File: src/rtl/crc32u_pkg.sv
package crc32u_pkg;

    localparam int CRC_W = 32;

    localparam logic [CRC_W-1:0] POLY_STD_REFL  = 32'hEDB8_8320;
    localparam logic [CRC_W-1:0] POLY_CAST_REFL = 32'h82F6_3B78;

    typedef struct packed {
        logic             valid;
        logic             wr;
        logic             undef;
        logic [3:0]       idx;
        logic [CRC_W-1:0] crc;
    } crc_out_st_t;

endpackage

File: src/rtl/crc32u_byte_step.sv
module crc32u_byte_step #(
    parameter int CRC_W = 32
) (
    input  logic [CRC_W-1:0] crc_in,
    input  logic [7:0]       byte_in,
    input  logic [CRC_W-1:0] poly,
    output logic [CRC_W-1:0] crc_out
);
    always_comb begin
        logic [CRC_W-1:0] c;
        c = crc_in ^ {{(CRC_W-8){1'b0}}, byte_in};
        for (int b = 0; b < 8; b++) begin
            if (c[0]) c = (c >> 1) ^ poly;
            else      c = c >> 1;
        end
        crc_out = c;
    end
endmodule

File: src/rtl/crc32u_legality.sv
module crc32u_legality #(
    parameter int SZ_W = 2
) (
    input  logic            valid,
    input  logic            mode32,
    input  logic            cond_pass,
    input  logic [SZ_W-1:0] size_code,
    output logic            undef,
    output logic            wr
);
    localparam logic [SZ_W-1:0] SZ_MAX = '1;

    always_comb begin
        undef = valid && mode32 && (size_code == SZ_MAX);
        wr    = valid && !undef && (!mode32 || cond_pass);
    end
endmodule

File: src/rtl/crc32_exec_unit.sv
module crc32_exec_unit
    import crc32u_pkg::*;
#(
    parameter int DATA_W = 64,
    parameter int IDX_W  = 4
) (
    input  logic              clk,
    input  logic              rst_n,
    input  logic              in_valid,
    input  logic [DATA_W-1:0] acc_in,
    input  logic [DATA_W-1:0] data_in,
    input  logic [1:0]        size_code,
    input  logic              poly_sel,
    input  logic              mode32,
    input  logic              cond_pass,
    input  logic [IDX_W-1:0]  dst_idx,
    output logic              out_valid,
    output logic [31:0]       result,
    output logic              wr_en,
    output logic [IDX_W-1:0]  wr_idx,
    output logic              undef_flag
);
    localparam int NBYTES = DATA_W / 8;
    localparam int LOG_N  = $clog2(NBYTES);

    logic [CRC_W-1:0] chain [0:NBYTES];
    logic [CRC_W-1:0] poly;
    logic [CRC_W-1:0] folded;
    logic             undef_c;
    logic             wr_c;

    crc_out_st_t st_d, st_q;

    assign poly     = poly_sel ? POLY_CAST_REFL : POLY_STD_REFL;
    assign chain[0] = acc_in[CRC_W-1:0];

    genvar g;
    generate
        for (g = 0; g < NBYTES; g++) begin : g_fold
            crc32u_byte_step #(.CRC_W(CRC_W)) u_step (
                .crc_in (chain[g]),
                .byte_in(data_in[8*g +: 8]),
                .poly   (poly),
                .crc_out(chain[g+1])
            );
        end
    endgenerate

    crc32u_legality #(.SZ_W(2)) u_legal (
        .valid    (in_valid),
        .mode32   (mode32),
        .cond_pass(cond_pass),
        .size_code(size_code),
        .undef    (undef_c),
        .wr       (wr_c)
    );

    always_comb begin
        folded = chain[1];
        for (int k = 0; k <= LOG_N; k++) begin
            if (int'(size_code) == k) folded = chain[1 << k];
        end
    end

    always_comb begin
        st_d       = st_q;
        st_d.valid = in_valid;
        st_d.wr    = wr_c;
        st_d.undef = undef_c;
        if (in_valid) st_d.idx = dst_idx;
        if (wr_c)     st_d.crc = folded;
    end

    always_ff @(posedge clk) begin
        if (!rst_n) st_q <= '0;
        else        st_q <= st_d;
    end

    assign out_valid  = st_q.valid;
    assign wr_en      = st_q.wr;
    assign undef_flag = st_q.undef;
    assign wr_idx     = st_q.idx;
    assign result     = st_q.crc;

    AST_OUT_FOLLOWS_IN: assert property (@(posedge clk) disable iff (!rst_n)
        in_valid |=> out_valid);
    AST_NO_SPURIOUS_OUT: assert property (@(posedge clk) disable iff (!rst_n)
        !in_valid |=> !out_valid);
    AST_FLAGS_NEED_VALID: assert property (@(posedge clk) disable iff (!rst_n)
        (wr_en || undef_flag) |-> out_valid);
    AST_UNDEF_NO_WRITE: assert property (@(posedge clk) disable iff (!rst_n)
        undef_flag |-> !wr_en);
    AST_PRED_BLOCKS_WRITE: assert property (@(posedge clk) disable iff (!rst_n)
        (in_valid && mode32 && !cond_pass) |=> !wr_en);
    AST_RESULT_HELD: assert property (@(posedge clk) disable iff (!rst_n)
        (out_valid && !wr_en) |-> $stable(result));
    AST_WIDE_LEGAL_64: assert property (@(posedge clk) disable iff (!rst_n)
        (in_valid && !mode32) |=> (wr_en && !undef_flag));
endmodule

File: config.mk
export PLATFORM = sky130hd
export DESIGN_NAME = crc32_exec_unit
export DESIGN_NICKNAME = d
export VERILOG_FILES = /design/src/rtl/crc32u_pkg.sv /design/src/rtl/crc32u_byte_step.sv /design/src/rtl/crc32u_legality.sv /design/src/rtl/crc32_exec_unit.sv
export SDC_FILE = /design/constraint.sdc
export NUM_CORES = 1
export LEC_CHECK = 0
export CAP_MARGIN = 20
export CORE_AREA = 2 2 290 292
export DETAILED_ROUTE_END_ITERATION = 6
export DIE_AREA = 0 0 292 294
export DONT_BUFFER_PORTS = 1
export HOLD_SLACK_MARGIN = 0.15
export PLACE_DENSITY_LB_ADDON = 0.1
export SYNTH_ARGS = -nofsm -noshare
export SYNTH_HDL_FRONTEND = slang
export SYNTH_HIERARCHICAL = 1
export SYNTH_SLANG_ARGS = --single-unit
File: constraint.sdc
create_clock -name clk -period 21.1 [get_ports clk]
set_input_delay 1.055 -clock clk [delete_from_list [all_inputs] [get_ports clk]]
set_output_delay 1.055 -clock clk [all_outputs]
set_load 0.1 [all_outputs]
== After elaboration in Yosys (flattened, before gate mapping) ==
Cells that the tools add are included.

* Bits in registers: 39
* Output and inout bits: 39

* Reduce and logical (&&, ||, !) cells: 7
* Bitwise gates (word level): 72
* Equal/unequal tests: 4
* Mux-type cells: 68

{| class="wikitable"
|+ Operators by type and width
! operator !! count
|-
| $mux W32 || 67
|-
| $xor A31 B32 Y32 || 64
|-
| $xor A32 B8 Y32 || 8
|-
| $mux W31 || 1
|-
| $eq A2 B2 Y1 const B || 3
|-
| $logic_and A1 B1 Y1 || 4
|-
| $eq A2 B1 Y1 const B || 1
|-
| $logic_not A1 Y1 || 2
|-
| $logic_or A1 B1 Y1 || 1
|}

== Logic depth before layout (Yosys ltp) ==
Gate-level depths: netlist of the first run.

* Word-level depth: 137
* Gate-level depth with buffers: 114

== By module ==
The synthesis of the first run kept the hierarchy.

{| class="wikitable"
|+ By module, submodules not included
! module !! sequential area each (um2) !! area each (um2) !! times used !! cells an instance
|-
| crc32u_byte_step || 0.0 || 4934.7 || 8 || 692
|-
| crc32_exec_unit || 780.7 || 2413.6 || 1 || 204
|-
| crc32u_legality || 0.0 || 30.0 || 1 || 3
|}

== Worst setup path after synthesis of the first run ==
Ideal clock, no wire load.

* Kind: input -> register
* Start: input port poly_sel
* End: register st_q, in the netlist result[18]
* Slack: -0.082 ns
* Required time: 20.971 ns
* Cell stages on the path: 99
* Path buffers: 10
* Library setup time: 0.129 ns
* Data arrival time: 21.053 ns
* Path through: clkbuf_1 -> inv_1 -> or3_1 -> a21oi_1 -> a211oi_2 -> or3_1 -> o211ai_1 -> buf_2 -> o2111ai_1 -> o21ai_1 -> xnor3_1 -> xnor2_1 -> xor2_1 -> a21oi_1 -> or3_1 -> a21oi_1 -> a211oi_2 -> or3_1 -> [... 63 more ...] -> o21ai_1 -> xnor3_1 -> xnor2_1 -> xor2_1 -> a21oi_1 -> or3_1 -> a21oi_1 -> a211oi_2 -> or3_1 -> o211ai_1 -> buf_2 -> buf_2 -> o2111ai_1 -> o21ai_1 -> xnor3_1 -> xnor2_1 -> mux2i_1 -> o221ai_2

{| class="wikitable"
|+ RTL lines
! what !! RTL line !! text
|-
| start: declaration || crc32_exec_unit.sv:13 || <nowiki>input logic poly_sel,</nowiki>
|-
| end signal: assignment || crc32_exec_unit.sv:76 || <nowiki>else st_q <= st_d;</nowiki>
|-
| end: declaration || crc32_exec_unit.sv:32 || <nowiki>crc_out_st_t st_d, st_q;</nowiki>
|}

==> metrics, run 1 <==
crit path max fanout=roughly 730; Initial DRC Count=~3600; Startpoint Class=primary input; final worst slack=-1.444 ns; GR Util met3=0.04018; diode count=0; Mapped Cells=between 5000 and 6000; Layout area overhead=7.005%; Worst setup EP type=register; Die Ht=between 200 and 300 µm; failing checks=slew limit, setup timing; simple-gate area share of the yosys netlist=0.2551; status=finished with violations; largest family of logic cells by synthesized area=XOR/XNOR gates; # IOs=approximately 180; Syn Std Cell Area=roughly 0.042 mm²; most numerous cell in the Yosys netlist=nand2_1; async set-reset flop share out of synthesis=0; clk_lat worst skew=0.33 ns; Worst Max-Slew Pin Slew=3.552 ns; Antenna Nets Post-Route=0; NumNets Final=roughly 5700; area share of fa/ha/maj cells after synthesis=0; Die Wd=292 µm; Final Hold Fails=0; Tmin final=between 20 and 25 ns; Placer Congestion=approximately 0.88; die area=0.08585 mm²; Vias=38150; largest net degree at the start of global routing=730; Vias/cell=5.706; reg-to-reg slack, setup=approximately 20 ns; top cells by count, synth=1448 x nand2_1, 1192 x xnor2_1, 476 x clkbuf_1; slowest cell delay on critical path=between 1 and 1.5 ns; Main synth FF type=dfxtp_1; share of cells above drive strength 1=0.1204; FF+latch count, synth=39; DP Area=0.04370 mm²; fmax=~0.044 GHz; Reg clk slew, reported paths=about 0.08 ns; H-tree Lvls=2; Synth Area in Compound Gates=0.1516; worst path arrival time=22.74 ns; total gr overflow=0; CORE AREA=between 0.08 and 0.09 mm²; dpl hpwl=about 88 mm; xor/xnor cell area share of the yosys netlist=0.4835; Hold WC Path Type=register to register; Clock Path Buffers=2; slowest CP cell=or2_4; GR Layer Usage met1=0.3955; Final Max Tran Viols=about 900; routed len/inst=roughly 19 µm; total CTS buffers=5; row count=106; Slew headroom=-1.368; post-synthesis sequential area ratio=0.01862; final setup vio count=32; final routed DRC violation total=0; Final Cell Area=around 0.045 mm²; Max-Cap Viols=0; final WL=128.4 mm; fin crit share=1.068; top-area cell type share of the netlist area=0.2490; initial antenna violation count=1; CTS root buf=clkbuf_16; mux share of post-synthesis cell area=0.02030; Port-buffer cells=0; critical path data required time=between 20 and 25 ns; yosys warns=6; Setup Skew=0 ns; M2 GR Usage=0.4718; Post-Place Worst Slack=-0.4594 ns; mean post-synth cell area=7.300 µm²; number of distinct library cells after synthesis=65; first-pass iteration count of the detailed router=6; CTS tree=done; Most common cell on crit path=buf_4; EDFF count, synth=0; cells taking the most area after synthesis=xnor2_1 25%, xnor3_1 14%, nand2_1 13%, xor2_1 6.0%, o2111ai_1 5.0%; Global Route Usage Sum=0.2854; global routing's busiest layer=met2; Initial Utilization=0.5057; area leader, netlist=xnor2_1; Sink Count=39; global-route wire length before repair=roughly 200 mm; vias in the first global route=between 30000 and 40000; Crit Path Category=primary input to register
[cell type report]
cell class / count / area, µm²
clock buffer: 6 / 138.9
tap: 1080 / 1351
clock inverter: 2 / 16.27
sequential: 39 / 780.7
timing repair buffer: 349 / 2957
multi-input combinational: 5168 / 39440
fill: 8022 / 38030
inverter: 41 / 173.9
[repair_timing]
| action | in CTS | in global routing |
|---|---|---|
| cloned | 0 | 4 |
| pin swaps | 0 | 47 |
| resized for setup | 2 | 113 |
| buffers inserted | 0 | 26 |
| endpoints found under the setup margin | 15 | 32 |
| hold buffers | 0 | 0 |
[logic make-up after synthesis]
group | count (synthesis)
muxes | 84
and+or+nand+nor | 2282
AOI/OAI and AO/OA | 826
buffers and inverters | 694
DFF | 39
other | 2
xor gates and xnor gates | 1816
[metrics by stage]
| stage | hold WS, ns | utilization | TNS, ns | std cells |
|---|---|---|---|---|
| after floorplan | 0.9808 | - | 0 | 5901 |
| after global placement | 0.7932 | 0.5250 | -4.164 | 6626 |
| after detailed placement | 0.8067 | 0.5271 | -7.127 | 6633 |
| after CTS | 0.8174 | 0.5292 | 0 | 6641 |
| after global routing | 0.6887 | 0.5412 | -6.828 | 6685 |
| final | 0.6521 | 0.5412 | -42.40 | 6685 |
[worst max-delay path, delay by kind of cell]
kind	cells	cell delay, ns
xor+xnor	29	6.82
compound gates	38	6.14
simple gates	15	4.95
buf+inv	11	1.94
mux	1	0.24
[final timing paths]
kind,from,to,depth (start not counted)
worst max-delay path,poly_sel,result[17],94
worst max register to register,result[27],result[27],3
worst min register to register,result[18],result[18],3
worst min-delay path,result[18],result[18],3
[metal layers]
layer  part of all wire  vias to the layer above
met1               0.45                    18160
met4              0.020                        2
met5            0.00065                        -
li1                   -                    18830
met3              0.060                      108
met2               0.47                     1053
[state kept, by name (all words and copies together), names as in the netlist]
signal,count
out_valid,1
result,32
undef_flag,1
wr_en,1
wr_idx,4
[cell usage in the layout, fill, tap and decap left out, types with 12 or more instances in the layout]
cell,synthesis,layout
o2111ai_1,240,240
o211ai_1,16,16
nor2_1,104,104
nor3b_2,48,49
and2_1,43,42
buf_12,0,12
o21ai_0,16,12
conb_1,2,160
a211oi_1,32,32
a31oi_1,24,24
xor2_2,16,32
a21oi_1,72,60
nand3b_1,40,40
nor3_1,40,40
xor2_1,288,271
mux2i_1,76,72
nand2_1,1448,1448
nand3_1,296,296
xor3_1,32,31
nor3b_1,168,167
o221ai_2,30,30
buf_4,42,303
o211a_1,16,16
a21o_1,16,16
a21oi_2,0,12
xnor2_2,32,65
o21ai_1,240,244
xnor2_1,1192,1157
dfxtp_1,39,39
a211o_1,16,16
xnor3_1,256,255
inv_1,33,31
Power of run 1 is left out: the tool's default activity adds up to more than one toggle a clock period on the data nets, which glitch-free logic cannot reach.
==> run 2: changes to the inputs <==
--- a/config.mk
+++ b/config.mk
@@ -5,11 +5,12 @@
 export SDC_FILE = /design/constraint.sdc
 export NUM_CORES = 1
 export LEC_CHECK = 0
+export BUFFER_PORTS_ARGS = -buffer_cell sky130_fd_sc_hd__buf_4
 export CAP_MARGIN = 20
 export CORE_AREA = 2 2 290 292
+export CTS_CLUSTER_DIAMETER = 100
 export DETAILED_ROUTE_END_ITERATION = 6
 export DIE_AREA = 0 0 292 294
-export DONT_BUFFER_PORTS = 1
 export HOLD_SLACK_MARGIN = 0.15
 export PLACE_DENSITY_LB_ADDON = 0.1
 export SYNTH_ARGS = -nofsm -noshare
==> run 2 against run 1 <==
Compared with the run above:
- largest cell class unchanged
- sequential share of layout area is essentially flat
- register-to-register slack gained 0.68 ns
- the run ends with slew limit left
- fmax grew 12%
==> metrics, run 2 (synthesized netlist as in run 1, its figures left out) <==
status=finished with violations (unchanged); failing checks=slew limit (was slew limit, setup timing); # IOs=179 (unchanged); first-pass iteration count of the detailed router=6 (unchanged); initial antenna violation count=1 (unchanged); Post-CTS Hold Buffers=0 (unchanged); Setup Skew=0 ns (unchanged); final WL=128.5 mm (was 128.4 mm); Hold WC Path Type=register to register (unchanged); GR Util met3=0.03255 (was 0.04018); slowest CP cell=a311oi_4 (was or2_4); Antenna Nets Post-Route=0 (unchanged); commonest cells after routing, fill and taps aside=1448 x nand2_1, 1164 x xnor2_1, 408 x buf_4 (was 1448 x nand2_1, 1157 x xnor2_1, 303 x buf_4); Final Hold Fails=0 (unchanged); worst path arrival time=20.32 ns (was 22.74 ns); Slew headroom=-0.7273 (was -1.368); Most common cell on crit path=xnor2_1 (was buf_4); Port-buffer cells=146 (was 0); Top delay family on crit path=XOR/XNOR gates (unchanged); Tmin final=20.13 ns (was 22.54 ns); Startpoint Class=primary input (unchanged); Setup TNS Final=0 ns (was -42.40 ns); total gr overflow=0 (unchanged); routed len/inst=18.94 µm (was 19.21 µm); share of cells above drive strength 1=0.1336 (was 0.1204); row count=106 (unchanged); crit path max fanout=33 (was 729); Largest register FFs=32 (unchanged); Hold WS=0.5126 ns (was 0.6521 ns); fmax=0.04967 GHz (was 0.04436 GHz); Buf+Inv Stages, Crit Path=11 (unchanged); critical path data required time=21.29 ns (was 21.30 ns); H-tree Lvls=2 (unchanged); Worst setup EP type=register (unchanged); global-route wire length before repair=202.2 mm (was 201.5 mm); Initial Utilization=0.5057 (unchanged); largest net degree at the start of global routing=131 (was 730); Clock Path Buffers=2 (unchanged); Vias/cell=5.699 (was 5.706); Initial DRC Count=3564 (was 3620); fin crit share=0.9541 (was 1.068); Vias=38670 (was 38150); dpl hpwl=90.83 mm (was 88.43 mm); clk_lat worst skew=0.32 ns (was 0.33 ns); final setup vio count=0 (was 32); slowest cell delay on critical path=0.43 ns (was 1.18 ns); final routed DRC violation total=0 (unchanged); Reg clk slew, reported paths=0.08 ns (about the same); Die Ht=294 µm (unchanged); Worst Max-Slew Pin Slew=2.591 ns (was 3.552 ns); diode count=0 (unchanged); Final Max Tran Viols=248 (was 895); Sink Count=39 (unchanged); Layout area overhead=8.560% (was 7.005%); Placer Congestion=0.9147 (was 0.8827); CTS tree=done (unchanged); total CTS buffers=5 (unchanged); Global Route Usage Sum=0.2868 (was 0.2854); global routing's busiest layer=met2 (unchanged); Die Wd=292 µm (unchanged); most common cell after layout, fill and taps aside=nand2_1 (unchanged); GR Layer Usage met1=0.4096 (was 0.3955); CORE AREA=0.08289 mm² (unchanged); CTS root buf=clkbuf_16 (unchanged); Max-Cap Viols=0 (unchanged); NumNets Final=5844 (was 5744); die area=0.08585 mm² (unchanged); vias in the first global route=35130 (was 34550); Crit Path Category=primary input to register (unchanged); M2 GR Usage=0.4632 (was 0.4718)
[run 2: changes by cell type in the layout (fill, tap and decap cells not counted), sizes merged]
cell	previous run	this run
clkbuf	19	10
buf	336	445
clkinv	10	9
inv	32	33
[run 2: worst paths after layout]
check	cells past startpoint	to	slack (ns)	start
setup / recovery	98	result[17]	0.97	data_in[1]
hold reg to reg	2	result[14]	0.51	result[14]
hold / removal	2	result[14]	0.51	result[14]
setup reg to reg	2	result[19]	20.26	result[19]
[run 2: per-layer routing]
metal / wire length, µm / vias to the layer above
met4: 3006 / 2
met2: 59330 / 1074
met1: 58760 / 18450
li1: - / 19030
met3: 7376 / 109
met5: 11 / -
[run 2: metrics by stage]
step	setup WS [ns]	std cells	utilization	area [µm²]
global route	-0.1139	6785	0.5490	45510
detailed placement	-0.2635	6751	0.5386	44640
global placement	-0.1324	6747	0.5375	44560
finish	0.9680	6785	0.5490	45510
floorplan	0.0005702	5901	-	42530
CTS	0.09078	6759	0.5404	44800
[run 2: area by class of cell]
cell class / count / area, µm²
inverters: 41 / 161.4
flip-flops and latches: 39 / 780.7
fillers: 8028 / 37380
clock inverters: 2 / 12.51
clock buffers: 6 / 128.9
well taps: 1080 / 1351
multi-input cells: 5168 / 39350
repair buffers: 449 / 3722
[run 2: repair_timing]
action | in CTS | in global routing
gates cloned | 0 | 3
setup buffers | 0 | 18
endpoints found under the setup margin | 5 | 32
gates resized for setup | 2 | 80
pin swaps | 0 | 37
[run 2: worst register-to-register path, stage by stage, from the launching register on]
cell	delay (ns)
dfxtp_1	0.54
nand3b_1	0.14
o221ai_2	0.08
Power of run 2 is left out for the same reason.
